--- src/rtl/df_cell_pkg.sv ---
package df_cell_pkg;

  // Gate flag held by an operand slot.
  typedef enum logic [1:0] {
    GF_OFF   = 2'd0,
    GF_TRUE  = 2'd1,
    GF_FALSE = 2'd2
  } gflag_e;

  // Gate requirement encoding on the configuration pins.
  localparam logic [1:0] GREQ_NONE  = 2'd0;
  localparam logic [1:0] GREQ_TRUE  = 2'd1;
  localparam logic [1:0] GREQ_FALSE = 2'd2;

  localparam int NSLOT = 2;

endpackage

--- src/rtl/df_operand_slot.sv ---
module df_operand_slot
  import df_cell_pkg::*;
#(
  parameter int DATA_W = 16
) (
  input  logic              clk,
  input  logic              rst_n,
  input  logic              is_const,
  input  logic              inactive,
  input  logic [DATA_W-1:0] const_val,
  input  logic [1:0]        gate_req,
  input  logic              wr_en,
  input  logic [DATA_W-1:0] wr_val,
  input  logic              gate_en,
  input  logic              gate_bool,
  input  logic              fire_clr,
  output logic              present,
  output logic [DATA_W-1:0] value,
  output logic              wr_rdy,
  output logic              gate_rdy
);

  logic              vflag;
  logic [DATA_W-1:0] vreg;
  gflag_e            gflag;

  logic holds_val, gated, gmatch, gmiss, drop, take, gtake;

  always_comb begin
    holds_val = is_const || vflag;
    gated     = (gate_req != GREQ_NONE);
    gmatch    = ((gate_req == GREQ_TRUE)  && (gflag == GF_TRUE)) ||
                ((gate_req == GREQ_FALSE) && (gflag == GF_FALSE));
    gmiss     = gated && (gflag != GF_OFF) && !gmatch;
    drop      = !inactive && gmiss && holds_val;
    present   = inactive || (holds_val && (!gated || gmatch));
    wr_rdy    = inactive || is_const || !vflag;
    gate_rdy  = inactive || !gated || (gflag == GF_OFF);
    take      = wr_en && wr_rdy && !inactive && !is_const && !fire_clr && !drop;
    gtake     = gate_en && gate_rdy && gated && !inactive && !fire_clr && !drop;
    value     = is_const ? const_val : vreg;
  end

  always_ff @(posedge clk or negedge rst_n) begin
    if (!rst_n) begin
      vflag <= 1'b0;
      vreg  <= '0;
      gflag <= GF_OFF;
    end else if ((fire_clr && !inactive) || drop) begin
      vflag <= 1'b0;
      gflag <= GF_OFF;
    end else begin
      if (take) begin
        vflag <= 1'b1;
        vreg  <= wr_val;
      end
      if (gtake) gflag <= gate_bool ? GF_TRUE : GF_FALSE;
    end
  end

  // a taken token occupies the slot in the following cycle
  a_r5_take_occupies: assert property (@(posedge clk) disable iff (!rst_n)
    take |=> (vflag && !wr_rdy));

  // a mismatched gate empties the slot on the next edge
  a_r8_drop_clears: assert property (@(posedge clk) disable iff (!rst_n)
    drop |=> ((gflag == GF_OFF) && (wr_rdy || is_const)));

endmodule

--- src/rtl/df_ack_tally.sv ---
module df_ack_tally #(
  parameter int ACK_W = 2
) (
  input  logic             clk,
  input  logic             rst_n,
  input  logic             ack_in,
  input  logic             fire,
  input  logic [ACK_W-1:0] need_n,
  output logic             arcs_clear
);

  logic             owes;
  logic [ACK_W-1:0] got_m;

  assign arcs_clear = !owes || (got_m == need_n);

  always_ff @(posedge clk or negedge rst_n) begin
    if (!rst_n) begin
      owes  <= 1'b0;
      got_m <= '0;
    end else if (fire) begin
      owes  <= 1'b1;
      got_m <= '0;
    end else if (ack_in && owes && (got_m != need_n)) begin
      got_m <= got_m + 1'b1;
    end
  end

  // the count never passes the expected number
  a_r6_count_bound: assert property (@(posedge clk) disable iff (!rst_n)
    owes |-> (got_m <= need_n));

  // no firing while acknowledges are still owed
  a_r6_no_early_fire: assert property (@(posedge clk) disable iff (!rst_n)
    (owes && (got_m != need_n)) |-> !fire);

endmodule

--- src/rtl/df_static_cell.sv ---
module df_static_cell
  import df_cell_pkg::*;
#(
  parameter int DATA_W = 16,
  parameter int ADDR_W = 8,
  parameter int NDEST  = 2,
  parameter int OPC_W  = 6,
  localparam int ACK_W = $clog2(NDEST + 1)
) (
  input  logic                    clk,
  input  logic                    rst_n,
  input  logic [OPC_W-1:0]        cfg_opcode,
  input  logic [NDEST*ADDR_W-1:0] cfg_dest,
  input  logic                    cfg_unary,
  input  logic [1:0]              cfg_const,
  input  logic [DATA_W-1:0]       cfg_const_a,
  input  logic [DATA_W-1:0]       cfg_const_b,
  input  logic [1:0]              cfg_gate_a,
  input  logic [1:0]              cfg_gate_b,
  input  logic [ACK_W-1:0]        cfg_ack_n,
  input  logic                    dat_valid,
  output logic                    dat_ready,
  input  logic                    dat_slot,
  input  logic [DATA_W-1:0]       dat_value,
  input  logic                    ctl_valid,
  output logic                    ctl_ready,
  input  logic                    ctl_kind,
  input  logic                    ctl_slot,
  input  logic                    ctl_bool,
  input  logic                    ack_in,
  output logic                    op_valid,
  input  logic                    op_ready,
  output logic [OPC_W-1:0]        op_opcode,
  output logic [DATA_W-1:0]       op_a,
  output logic [DATA_W-1:0]       op_b,
  output logic [NDEST*ADDR_W-1:0] op_dest
);

  logic [DATA_W-1:0] cval [NSLOT];
  logic [1:0]        greq [NSLOT];
  logic [DATA_W-1:0] sval [NSLOT];
  logic [NSLOT-1:0]  inact, present, wr_rdy, gate_rdy;
  logic              fire, arcs_clear, same_slot;

  assign cval[0]  = cfg_const_a;
  assign cval[1]  = cfg_const_b;
  assign greq[0]  = cfg_gate_a;
  assign greq[1]  = cfg_gate_b;
  assign inact[0] = 1'b0;
  assign inact[1] = cfg_unary;

  assign same_slot = dat_valid && (dat_slot == ctl_slot);

  for (genvar i = 0; i < NSLOT; i++) begin : g_slot
    logic              dat_hit, cdat_hit, gate_hit;
    logic [DATA_W-1:0] wr_val;

    assign dat_hit  = dat_valid && (dat_slot == 1'(i));
    assign cdat_hit = ctl_valid && ctl_kind && (ctl_slot == 1'(i)) && !dat_hit;
    assign gate_hit = ctl_valid && !ctl_kind && (ctl_slot == 1'(i));
    assign wr_val   = dat_hit ? dat_value : DATA_W'(ctl_bool);

    df_operand_slot #(.DATA_W(DATA_W)) u_slot (
      .clk      (clk),
      .rst_n    (rst_n),
      .is_const (cfg_const[i]),
      .inactive (inact[i]),
      .const_val(cval[i]),
      .gate_req (greq[i]),
      .wr_en    (dat_hit || cdat_hit),
      .wr_val   (wr_val),
      .gate_en  (gate_hit),
      .gate_bool(ctl_bool),
      .fire_clr (fire),
      .present  (present[i]),
      .value    (sval[i]),
      .wr_rdy   (wr_rdy[i]),
      .gate_rdy (gate_rdy[i])
    );
  end

  df_ack_tally #(.ACK_W(ACK_W)) u_ack (
    .clk       (clk),
    .rst_n     (rst_n),
    .ack_in    (ack_in),
    .fire      (fire),
    .need_n    (cfg_ack_n),
    .arcs_clear(arcs_clear)
  );

  always_comb begin
    dat_ready = wr_rdy[dat_slot];
    ctl_ready = ctl_kind ? (wr_rdy[ctl_slot] && !same_slot) : gate_rdy[ctl_slot];
    op_valid  = (&present) && arcs_clear;
    fire      = op_valid && op_ready;
    op_opcode = cfg_opcode;
    op_dest   = cfg_dest;
    op_a      = sval[0];
    op_b      = cfg_unary ? '0 : sval[1];
  end

  // an offered packet is held unchanged until taken
  a_r10_hold: assert property (@(posedge clk) disable iff (!rst_n)
    (op_valid && !op_ready) |=> (op_valid && $stable(op_a) && $stable(op_b)));

  // a data-type control token yields to a data token on the same slot
  a_r11_data_wins: assert property (@(posedge clk) disable iff (!rst_n)
    (ctl_valid && ctl_kind && same_slot) |-> !ctl_ready);

endmodule

--- config.mk ---
export PLATFORM = sky130hd
export DESIGN_NAME = df_static_cell
export DESIGN_NICKNAME = d
export VERILOG_FILES = /design/src/rtl/df_cell_pkg.sv /design/src/rtl/df_operand_slot.sv /design/src/rtl/df_ack_tally.sv /design/src/rtl/df_static_cell.sv
export SDC_FILE = /design/constraint.sdc
export NUM_CORES = 1
export LEC_CHECK = 0
export BUFFER_PORTS_ARGS = -buffer_cell sky130_fd_sc_hd__buf_2
export CELL_PAD_IN_SITES_DETAIL_PLACEMENT = 0
export CELL_PAD_IN_SITES_GLOBAL_PLACEMENT = 2
export CORE_MARGIN = 3
export CORE_UTILIZATION = 24
export DETAILED_ROUTE_END_ITERATION = 8
export GPL_TIMING_DRIVEN = 0
export PLACE_DENSITY_LB_ADDON = 0.25
export SLEW_MARGIN = 30
export SYNTH_ARGS = -nofsm -noshare
export SYNTH_HDL_FRONTEND = slang
export SYNTH_SLANG_ARGS = --single-unit
--- constraint.sdc ---
create_clock -name clk -period 1.95 [get_ports clk]
set_input_delay 0.2925 -clock clk [delete_from_list [all_inputs] [get_ports clk]]
set_output_delay 0.2925 -clock clk [all_outputs]
set_load 0.01 [all_outputs]
# Yosys cells after proc, flatten, opt, wreduce, memory -nomap -nowiden
# Cells that the tools add are included.
dict set report word_totals {
  reg_bits 41
  inputBits 89
  output_inout_bits 57
  elab_cells 146
}
dict set report classes {
  add_sub_neg 1
  n_lt_le_gt_ge 2
  n_eq_ne 11
  n_mux 23
  bitwise 4
  reduce_logical 97
}
# op n
set ops {}
lappend ops {{16-bit two-way mux} 5}
lappend ops {{1-bit logical AND} 48}
lappend ops {{1-bit logical OR} 18}
lappend ops {{2-bit nonzero test} 9}
lappend ops {{1-bit zero test} 17}
lappend ops {{2-bit two-way mux} 7}
lappend ops {{1-bit two-way mux} 11}
lappend ops {{2-bit by 1-bit equality test with 1-bit output, second input constant} 4}
lappend ops {{2-bit equality test, second input constant} 4}
lappend ops {{2-bit AND reduction} 3}
lappend ops {{2-bit zero test} 2}
lappend ops {{1-bit by 2-bit less-than comparator with 1-bit output, second input constant} 2}
lappend ops {{1-bit NOT} 4}
lappend ops {{2-bit by 1-bit adder with 2-bit output, second input constant} 1}
lappend ops {{2-bit equality test} 1}
lappend ops {{2-bit inequality test} 1}
lappend ops {{1-bit equality test} 1}

# Logic depth before layout (Yosys ltp)
# Gate-level depths: netlist of the first run.
dict set report logic_depth {
  ltp_word 14
  depth_mapped 8
  mapped_depth_nobuf 4
}

# Cells and area by module
# Synthesis of the first run repeated with hierarchy kept, for this count alone.
dict set report unflattened {
  cells_unflattened 266
  area_unflattened_um2 2940.3
}
# module n_inst cells_each area_each_um2 seq_area_each_um2
set by_module_without_submodules {}
lappend by_module_without_submodules {df_operand_slot 2 77 1056.0 475.5}
lappend by_module_without_submodules {df_static_cell 1 94 661.9 0.0}
lappend by_module_without_submodules {df_ack_tally 1 18 166.4 75.1}

# Least setup slack after synthesis of the first run
# OpenSTA, ideal clock, no wires.
dict set report synth_path {
  kind {input-to-reg}
  from {input port cfg_const[1]}
  to {register g_slot[1].u_slot.vreg[10]}
  setup_ns 0.121
  arrival_time_ns 1.498
  required_time_ns 1.829
  path_slack_ns 0.331
  path_stages 7
  path_buffers 4
  path_cell_list {buf_6 > or3_1 > buf_2 > a21o_1 > buf_6 > buf_6 > a22o_1}
}
dict set report synth_via {
  elab_chain_cells 10
  word_cells_on_any_way 21
}
# item line
set synth_lines {}
lappend synth_lines {{from (decl)} df_static_cell.sv:15} ;# input logic [1:0] cfg_const,
lappend synth_lines {{1-bit logical OR} df_operand_slot.sv:30} ;# holds_val = is_const || vflag;
lappend synth_lines {{1-bit logical AND} df_operand_slot.sv:36} ;# present = inactive || (holds_val && (!gated || gmatch));
lappend synth_lines {{1-bit logical OR} df_operand_slot.sv:36}
lappend synth_lines {{2-bit AND reduction} df_static_cell.sv:94} ;# op_valid = (&present) && arcs_clear;
lappend synth_lines {{1-bit logical AND} df_static_cell.sv:94}
lappend synth_lines {{1-bit logical AND} df_static_cell.sv:95} ;# fire = op_valid && op_ready;
lappend synth_lines {{1-bit zero test / 1-bit logical AND (equally long branches)} {df_operand_slot.sv:39, df_operand_slot.sv:49}}
lappend synth_lines {{1-bit logical AND / 1-bit logical OR (equally long branches)} {df_operand_slot.sv:39, df_operand_slot.sv:49}}
lappend synth_lines {{1-bit logical AND / 1-bit NOT (equally long branches)} -}
lappend synth_lines {{2-bit AND reduction (no line) *} -}
lappend synth_lines {{to (signal assigned)} df_operand_slot.sv:55} ;# vreg <= wr_val;
lappend synth_lines {{to (decl)} df_operand_slot.sv:24} ;# logic [DATA_W-1:0] vreg;
# Every way passes the cells marked *; elsewhere a longest branch is shown, timed or not.
# A chain may end at the register's enable or synchronous reset.

# Final worst setup path of the first run
dict set report layout_path {
  from {register g_slot[0].u_slot.gflag[1]}
  to {output port op_valid}
}
dict set report layout_via {
  elab_chain_cells 7
  word_cells_on_any_way 9
}
# item line
set layout_lines {}
lappend layout_lines {{from (decl)} df_operand_slot.sv:25} ;# gflag_e gflag;
lappend layout_lines {{from (signal assigned)} df_operand_slot.sv:57} ;# if (gtake) gflag <= gate_bool ? GF_TRUE : GF_FALSE;
lappend layout_lines {{2-bit by 1-bit equality test with 1-bit output / 2-bit equality test (equally long branches)} {df_operand_slot.sv:32, df_operand_slot.sv:33}}
lappend layout_lines {{1-bit logical AND, on equally long branches} {df_operand_slot.sv:32, df_operand_slot.sv:33}}
lappend layout_lines {{1-bit logical OR *} df_operand_slot.sv:32} ;# gmatch = ((gate_req == GREQ_TRUE) && (gflag == GF_TRUE)) ||
lappend layout_lines {{1-bit logical OR *} df_operand_slot.sv:36}
lappend layout_lines {{1-bit logical AND *} df_operand_slot.sv:36}
lappend layout_lines {{2-bit AND reduction *} df_static_cell.sv:94}
lappend layout_lines {{1-bit logical AND *} df_static_cell.sv:94}
lappend layout_lines {{to (decl)} df_static_cell.sv:31} ;# output logic op_valid,
# Marks and branches as above.

==> impl_metrics.tcl, run 1 <==
set metrics [dict create \
    run_status "finished clean" \
    synth_top_area_cell "dfrtp_1" \
    rsz0062_at_grt "true" \
    p_leak_uw 0.00176 \
    clk_path_buf_depth 2 \
    drc 0 \
    ys_ff_latch 41 \
    place_congestion 0.768 \
    syn_area_sq_um 2460 \
    clkLatencyLatePin_ps 290 \
    finalInstanceArea_sq_um 3450 \
    fmax_mhz 529 \
    fin_nets 458 \
    power_frac_seq_pct 43.1 \
    clkSlewWorstSetupHoldPaths_ps 80 \
    vias 2202 \
    netlist.area_leader.share_pct 41.7 \
    critPathRequiredTime_ps 1660 \
    grt_pass1_vias 2198 \
    reg2reg_to "g_slot[0].u_slot.vreg[0]$_DFFE_PN0P_" \
    hpwl_um 5890 \
    fill_cells 1006 \
    avgSynthCellArea_sq_um 10.4 \
    start_util_pct 24.9 \
    syn_inst 236 \
    fin_crit_ps 1890 \
    htreeDepth 2 \
    synthesis.nets 325 \
    power_switching_uw 1220 \
    place_inst 490 \
    worstSetupStartpointType "flip-flop" \
    final_common_cell "buf_2" \
    diodes 0 \
    layout.cells.non_filler 503 \
    max_stage_delay_ps 420 \
    cp_slowest_cell "dfrtp_1" \
    r2r_cells 4 \
    synth_edf_count 0 \
    min-delay-start "dat_value[8]" \
    post_drt_wl_per_cell_um 14.5 \
    layout.cells.most_common_list "123 x buf_2, 40 x dfrtp_1, 30 x a22o_1, 28 x buf_4, 23 x nor2_1" \
    setup_viol 0 \
    worstPathMaxFanout 5 \
    viasPerCell 4.38 \
    p_clk_share_pct 17.7 \
    async_reset_ff_share_pct 100 \
    grt.overflow.total 0 \
    drive_gt1_share_pct 52.2 \
    grt_max_degree 42 \
    maxCapViolCount 0 \
    root_buffer "clkbuf_8" \
    die-width_um 107 \
    postRouteAntennaNets 0 \
    period_share_pct 96.9 \
    p_per_area_nw_per_um2 1030 \
    drt_pass1_iterations 4 \
    cp-end-kind "output pin" \
    hold_viol 0 \
    finalWirelength_um 7300 \
    coreArea_sq_um 9860 \
    worst-r2r-setup-slack_ps 240 \
    skew_ps 8.88 \
    path_class "flip-flop to output pin" \
    synth_area_leaders "dfrtp_1 42%, a22o_1 11%, mux2i_1 7.3%" \
    portBuffers 121 \
    drt_iter0_drc 50 \
    grt_pass1_wl_um 11000 \
    switching_share_pct 34.3 \
    clock-sinks 41 \
    rows 36 \
    ir_drop_v 0.000293 \
    placed_area_sq_um 3230 \
    die_h_um 107 \
    holdPathStages 2 \
    maxSlewViolCount 0 \
    die-area_sq_um 11500 \
    cts_tree "built" \
    synth-seq-area-share_pct 41.7 \
    final_core_util_pct 35.0 \
    worst_pin_slew_ps 588 \
    holdCritPathClass "input port to flip-flop" \
    syn2layout_area_growth_pct 40.4 \
    setup_slack_ps 60.3 \
    relSlewSlack_pct 60.8 \
    rr_startpoint "g_slot[0].u_slot.vflag$_DFFE_PN0P_" \
    synth.distinct_cells 38 \
    grt_use_total_pct 12.1 \
    design.portCount 146 \
    min_to "g_slot[1].u_slot.vreg[8]$_DFFE_PN0P_" \
    worstPathArrival_ps 1600 \
    pre_cts_slack_ps -185 \
    cts_buffers 5 \
    pwr-share-comb_pct 39.2 \
    timing.hold.ws_ps 232 \
    ys_warn_count 0 \
    p_int_uw 2320 \
    synthFlopType "dfrtp_1" \
    grt_antenna_before_repair 0 \
    crit_chain "nand2b_4 -> a21oi_2 -> a2bb2oi_4 -> and4_1 -> buf_6" \
]
==> metrics by stage <==
stage | setup TNS [ps] | total power [uW]
2_1_floorplan | 0 | 2330
3_3_place_gp | -1810 | 2810
3_5_place_dp | -1880 | 2820
4_1_cts | -121 | 3480
5_1_grt | -24.7 | 3820
6_report | 0 | 3540
==> metal layers <==
layer  vias up  GRT usage [%]  wire length [um]
met5         -              0                 0
met3         5           2.35               433
met4         0           3.01                62
li1       1118              -                 -
met1      1002           17.2              3420
met2        77           18.9              3380
==> power by group through the flow <==
stage / Sequential [uW] / Clock [uW] / Combinational [uW]
after floorplan: 1410 / 0 / 911
after global placement: 1530 / 0 / 1270
after detailed placement: 1530 / 0 / 1290
after CTS: 1520 / 648 / 1310
after global routing: 1590 / 684 / 1550
final: 1530 / 625 / 1390
==> flip-flops by register name, indices dropped and copies added (netlist names) <==
name	count
g_slot.u_slot.gflag	4
g_slot.u_slot.vflag	2
g_slot.u_slot.vreg	32
u_ack.got_m	2
u_ack.owes	1
==> logic make-up (layout without fill, tap and decap cells) <==
logic type                Yosys count  count (layout)  share of synthesized area [%]
AOI/OAI and AO/OA                  68              68                           21.3
DFF                                41              41                           41.7
muxes                              34              34                           14.6
and+or+nand+nor                    49              49                           10.1
xor gates and xnor gates            5               5                           1.78
buffers and inverters              39             173                           10.5
==> area by class of cell <==
| cell class | instances | area [sq um] | area share [%] |
|---|---|---|---|
| multi-input combinational | 156 | 1240 | 35.9 |
| sequential | 41 | 1030 | 29.7 |
| timing repair buffer | 126 | 654 | 18.9 |
| buffer | 35 | 245 | 7.10 |
| tap | 133 | 166 | 4.82 |
| clock buffer | 7 | 96.3 | 2.79 |
| inverter | 4 | 15.0 | 0.435 |
| clock inverter | 1 | 8.76 | 0.254 |
==> worst max-delay path, delay by kind of cell, from the launching register on <==
kind	cells	cell delay [ps]
AOI/OAI and AO/OA	2	390
buffers and inverters	1	100
DFF	1	420
and+or+nand+nor	2	380
==> how the worst max path moves through the flow <==
| stage | startpoint | to | slack [ps] |
|---|---|---|---|
| CTS | g_slot[0].u_slot.gflag[1]$_DFFE_PN0P_ | op_valid | -120 |
| floorplan | cfg_const[1] | g_slot[1].u_slot.vreg[10]$_DFFE_PN0P_ | 330 |
| global route | g_slot[0].u_slot.gflag[1]$_DFFE_PN0P_ | op_valid | -20 |
| global placement | dat_slot | g_slot[0].u_slot.vreg[14]$_DFFE_PN0P_ | -190 |
| finish | g_slot[0].u_slot.gflag[1]$_DFFE_PN0P_ | op_valid | 60 |
| detailed placement | dat_slot | g_slot[0].u_slot.vreg[12]$_DFFE_PN0P_ | -190 |
==> cells in the mapped netlist (3+ instances only) <==
library cell,n
dfrtp_1,41
a22o_1,30
buf_4,23
nor2_1,23
mux2i_1,18
mux2_2,16
a21oi_1,13
o21ai_0,7
nand2_1,6
clkbuf_1,5
xnor2_1,5
inv_1,4
a211oi_1,3
a21o_1,3
a22oi_1,3
buf_2,3
buf_6,3
nand2b_1,3
nand3_1,3
nor2b_1,3
==> timing repair <==
action	4_1_cts	5_1_grt
endpoints found under the setup margin	20	3
hold endpoints to repair	0	12
setup buffers	0	4
hold buffers	0	1
pin swaps	0	7
resized for setup	3	10
Note: power is estimated with default switching activity, not from simulation.
==> run 2: changes to the inputs <==
- PLACE_DENSITY: unset -> 0.81
- PLACE_DENSITY_LB_ADDON: 0.25 -> unset
==> run 2 against run 1 <==
The run now ends with hold timing left. Combinational power is 4% lower. Sequential cell count stayed put. Routed wire length is 1.5% higher. Critical endpoint unchanged. Highest routed layer unchanged. Setup slack better by 34 ps. Cell count is 0.99% lower.
==> impl_metrics.tcl, run 2 (synthesis gave the netlist of run 1 again) <==
set metrics [dict create \
    die-area_sq_um 11500 \
    cts_buffers 5 \
    ir_drop_v 0.000299 \
    clock-sinks 41 \
    maxCapViolCount 0 \
    skew_ps 3.18 \
    layout.cells.most_common_list "123 x buf_2, 41 x dfrtp_1, 30 x a22o_1, 25 x buf_4, 23 x nor2_1" \
    worstSetupStartpointType "flip-flop" \
    place_inst 490 \
    die-width_um 107 \
    power_uw 3420 \
    path_class "flip-flop to output pin" \
    design.portCount 146 \
    path_buf_inv 2 \
    multiInputGateArea_sq_um 1230 \
    relSlewSlack_pct 63.7 \
    period_share_pct 95.2 \
    setup_slack_ps 94.5 \
    place_congestion 0.807 \
    p_per_area_nw_per_um2 1010 \
    root_buffer "clkbuf_8" \
    fill_cells 1012 \
    worstPathArrival_ps 1560 \
    top_register "g_slot.u_slot.vreg" \
    pre_cts_slack_ps -129 \
    setup_viol 0 \
    viasPerCell 4.44 \
    crit_chain "or3_1 -> buf_2 -> and4_1 -> buf_2" \
    post_drt_wl_per_cell_um 14.9 \
    violations "hold timing" \
    drc 0 \
    clkLatencyLatePin_ps 290 \
    grt_max_degree 42 \
    fmax_mhz 539 \
    cp-end-kind "output pin" \
    vias 2209 \
    start_util_pct 24.9 \
    coreArea_sq_um 9860 \
    finalWirelength_um 7410 \
    fin_nets 453 \
    cts_tree "built" \
    final_core_util_pct 34.3 \
    holdCritPathClass "input port to asynchronous set/reset pin" \
    diodes 0 \
    grt_pass1_vias 2142 \
    layout.cells.non_filler 498 \
    finalInstanceArea_sq_um 3380 \
    htreeDepth 2 \
    drt_iter0_drc 85 \
    max_stage_delay_ps 410 \
    syn2layout_area_growth_pct 37.4 \
    run_status "finished with violations" \
    largest_reg_flops 32 \
    fin_crit_ps 1860 \
    die_h_um 107 \
    grt.overflow.total 0 \
    drt_pass1_iterations 4 \
    grt_antenna_before_repair 0 \
    hpwl_um 5910 \
    portBuffers 121 \
    postRouteAntennaNets 0 \
    clk_path_buf_depth 2 \
    drive_gt1_share_pct 50.7 \
    regArea_sq_um 1030 \
    final_common_cell "buf_2" \
    placed_area_sq_um 3230 \
    worst_path_most_repeated_cell "buf_2" \
    grt_use_total_pct 12.0 \
    critPathRequiredTime_ps 1660 \
    clkSlewWorstSetupHoldPaths_ps 80 \
    cp_slowest_cell "dfrtp_1" \
    worst_pin_slew_ps 545 \
    timing.hold.ws_ps -42.7 \
    worstPathMaxFanout 6 \
    worst-r2r-setup-slack_ps 240 \
    p_leak_uw 0.00172 \
    path_delay_family "simple AND/OR/NAND/NOR gates" \
    hold_viol 41 \
    rows 36 \
    cts-hold-fix-buffers 0 \
    maxSlewViolCount 0 \
    reg_top3 "g_slot.u_slot.vreg: 32 flops, g_slot.u_slot.gflag: 4 flops" \
    grt_pass1_wl_um 10900 \
]
==> run 2: area by class of cell <==
class                      count  area share [%]
multi-input combinational    156            36.4
sequential                    41            30.4
timing repair buffer         122            18.2
buffer                        34            7.11
tap                          133            4.92
clock buffer                   5            2.04
clock inverter                 3           0.518
inverter                       4           0.444
==> run 2: layer usage <==
metal	share of wire (%)	GRT usage (%)
met2	49	20.2
met1	44	15.9
met3	5.3	1.75
met5	0	0
met4	1.3	3.47
==> run 2: path summary, 6_finish.rpt <==
| check | from | to | depth (start not counted) |
|---|---|---|---|
| min in group clk | dat_value[15] | g_slot[1].u_slot.vreg[15]$_DFFE_PN0P_ | 2 |
| hold / removal | rst_n | g_slot[1].u_slot.vreg[11]$_DFFE_PN0P_ | 1 |
| setup reg to reg | g_slot[0].u_slot.vflag$_DFFE_PN0P_ | g_slot[0].u_slot.vreg[13]$_DFFE_PN0P_ | 4 |
| hold reg to reg | g_slot[0].u_slot.vreg[15]$_DFFE_PN0P_ | g_slot[0].u_slot.vreg[15]$_DFFE_PN0P_ | 1 |
| max in group asynchronous | rst_n | g_slot[0].u_slot.vreg[1]$_DFFE_PN0P_ | 1 |
| setup / recovery | g_slot[1].u_slot.vflag$_DFFE_PN0P_ | op_valid | 4 |
==> run 2: report_power, final <==
group          leakage, uW  switching, uW  total, uW  internal [uW]
Combinational      0.00115            609       1340            733
Sequential        0.000521            304       1520           1220
Clock            0.0000439            305        552            247
==> run 2: repair_timing <==
action,in CTS,in global routing
resized for setup,2,5
pin swaps,1,0
cloned,0,0
endpoints found under the setup margin,20,2
buffers inserted,1,0
==> run 2: through the flow <==
stage / TNS (ps) / hold WS [ps]
after floorplan: 0 / -3.09
after global placement: -472 / 472
after detailed placement: -1120 / 482
after CTS: 0 / 159
after global routing: -29.3 / 0.291
final: 0 / -42.7
==> run 2: worst reg2reg max path, delay by kind of cell (launching register included) <==
family | cells | cell delay (ps)
and+or+nand+nor | 1 | 500
DFF | 1 | 440
AOI/OAI and AO/OA | 2 | 380
buffers and inverters | 1 | 280
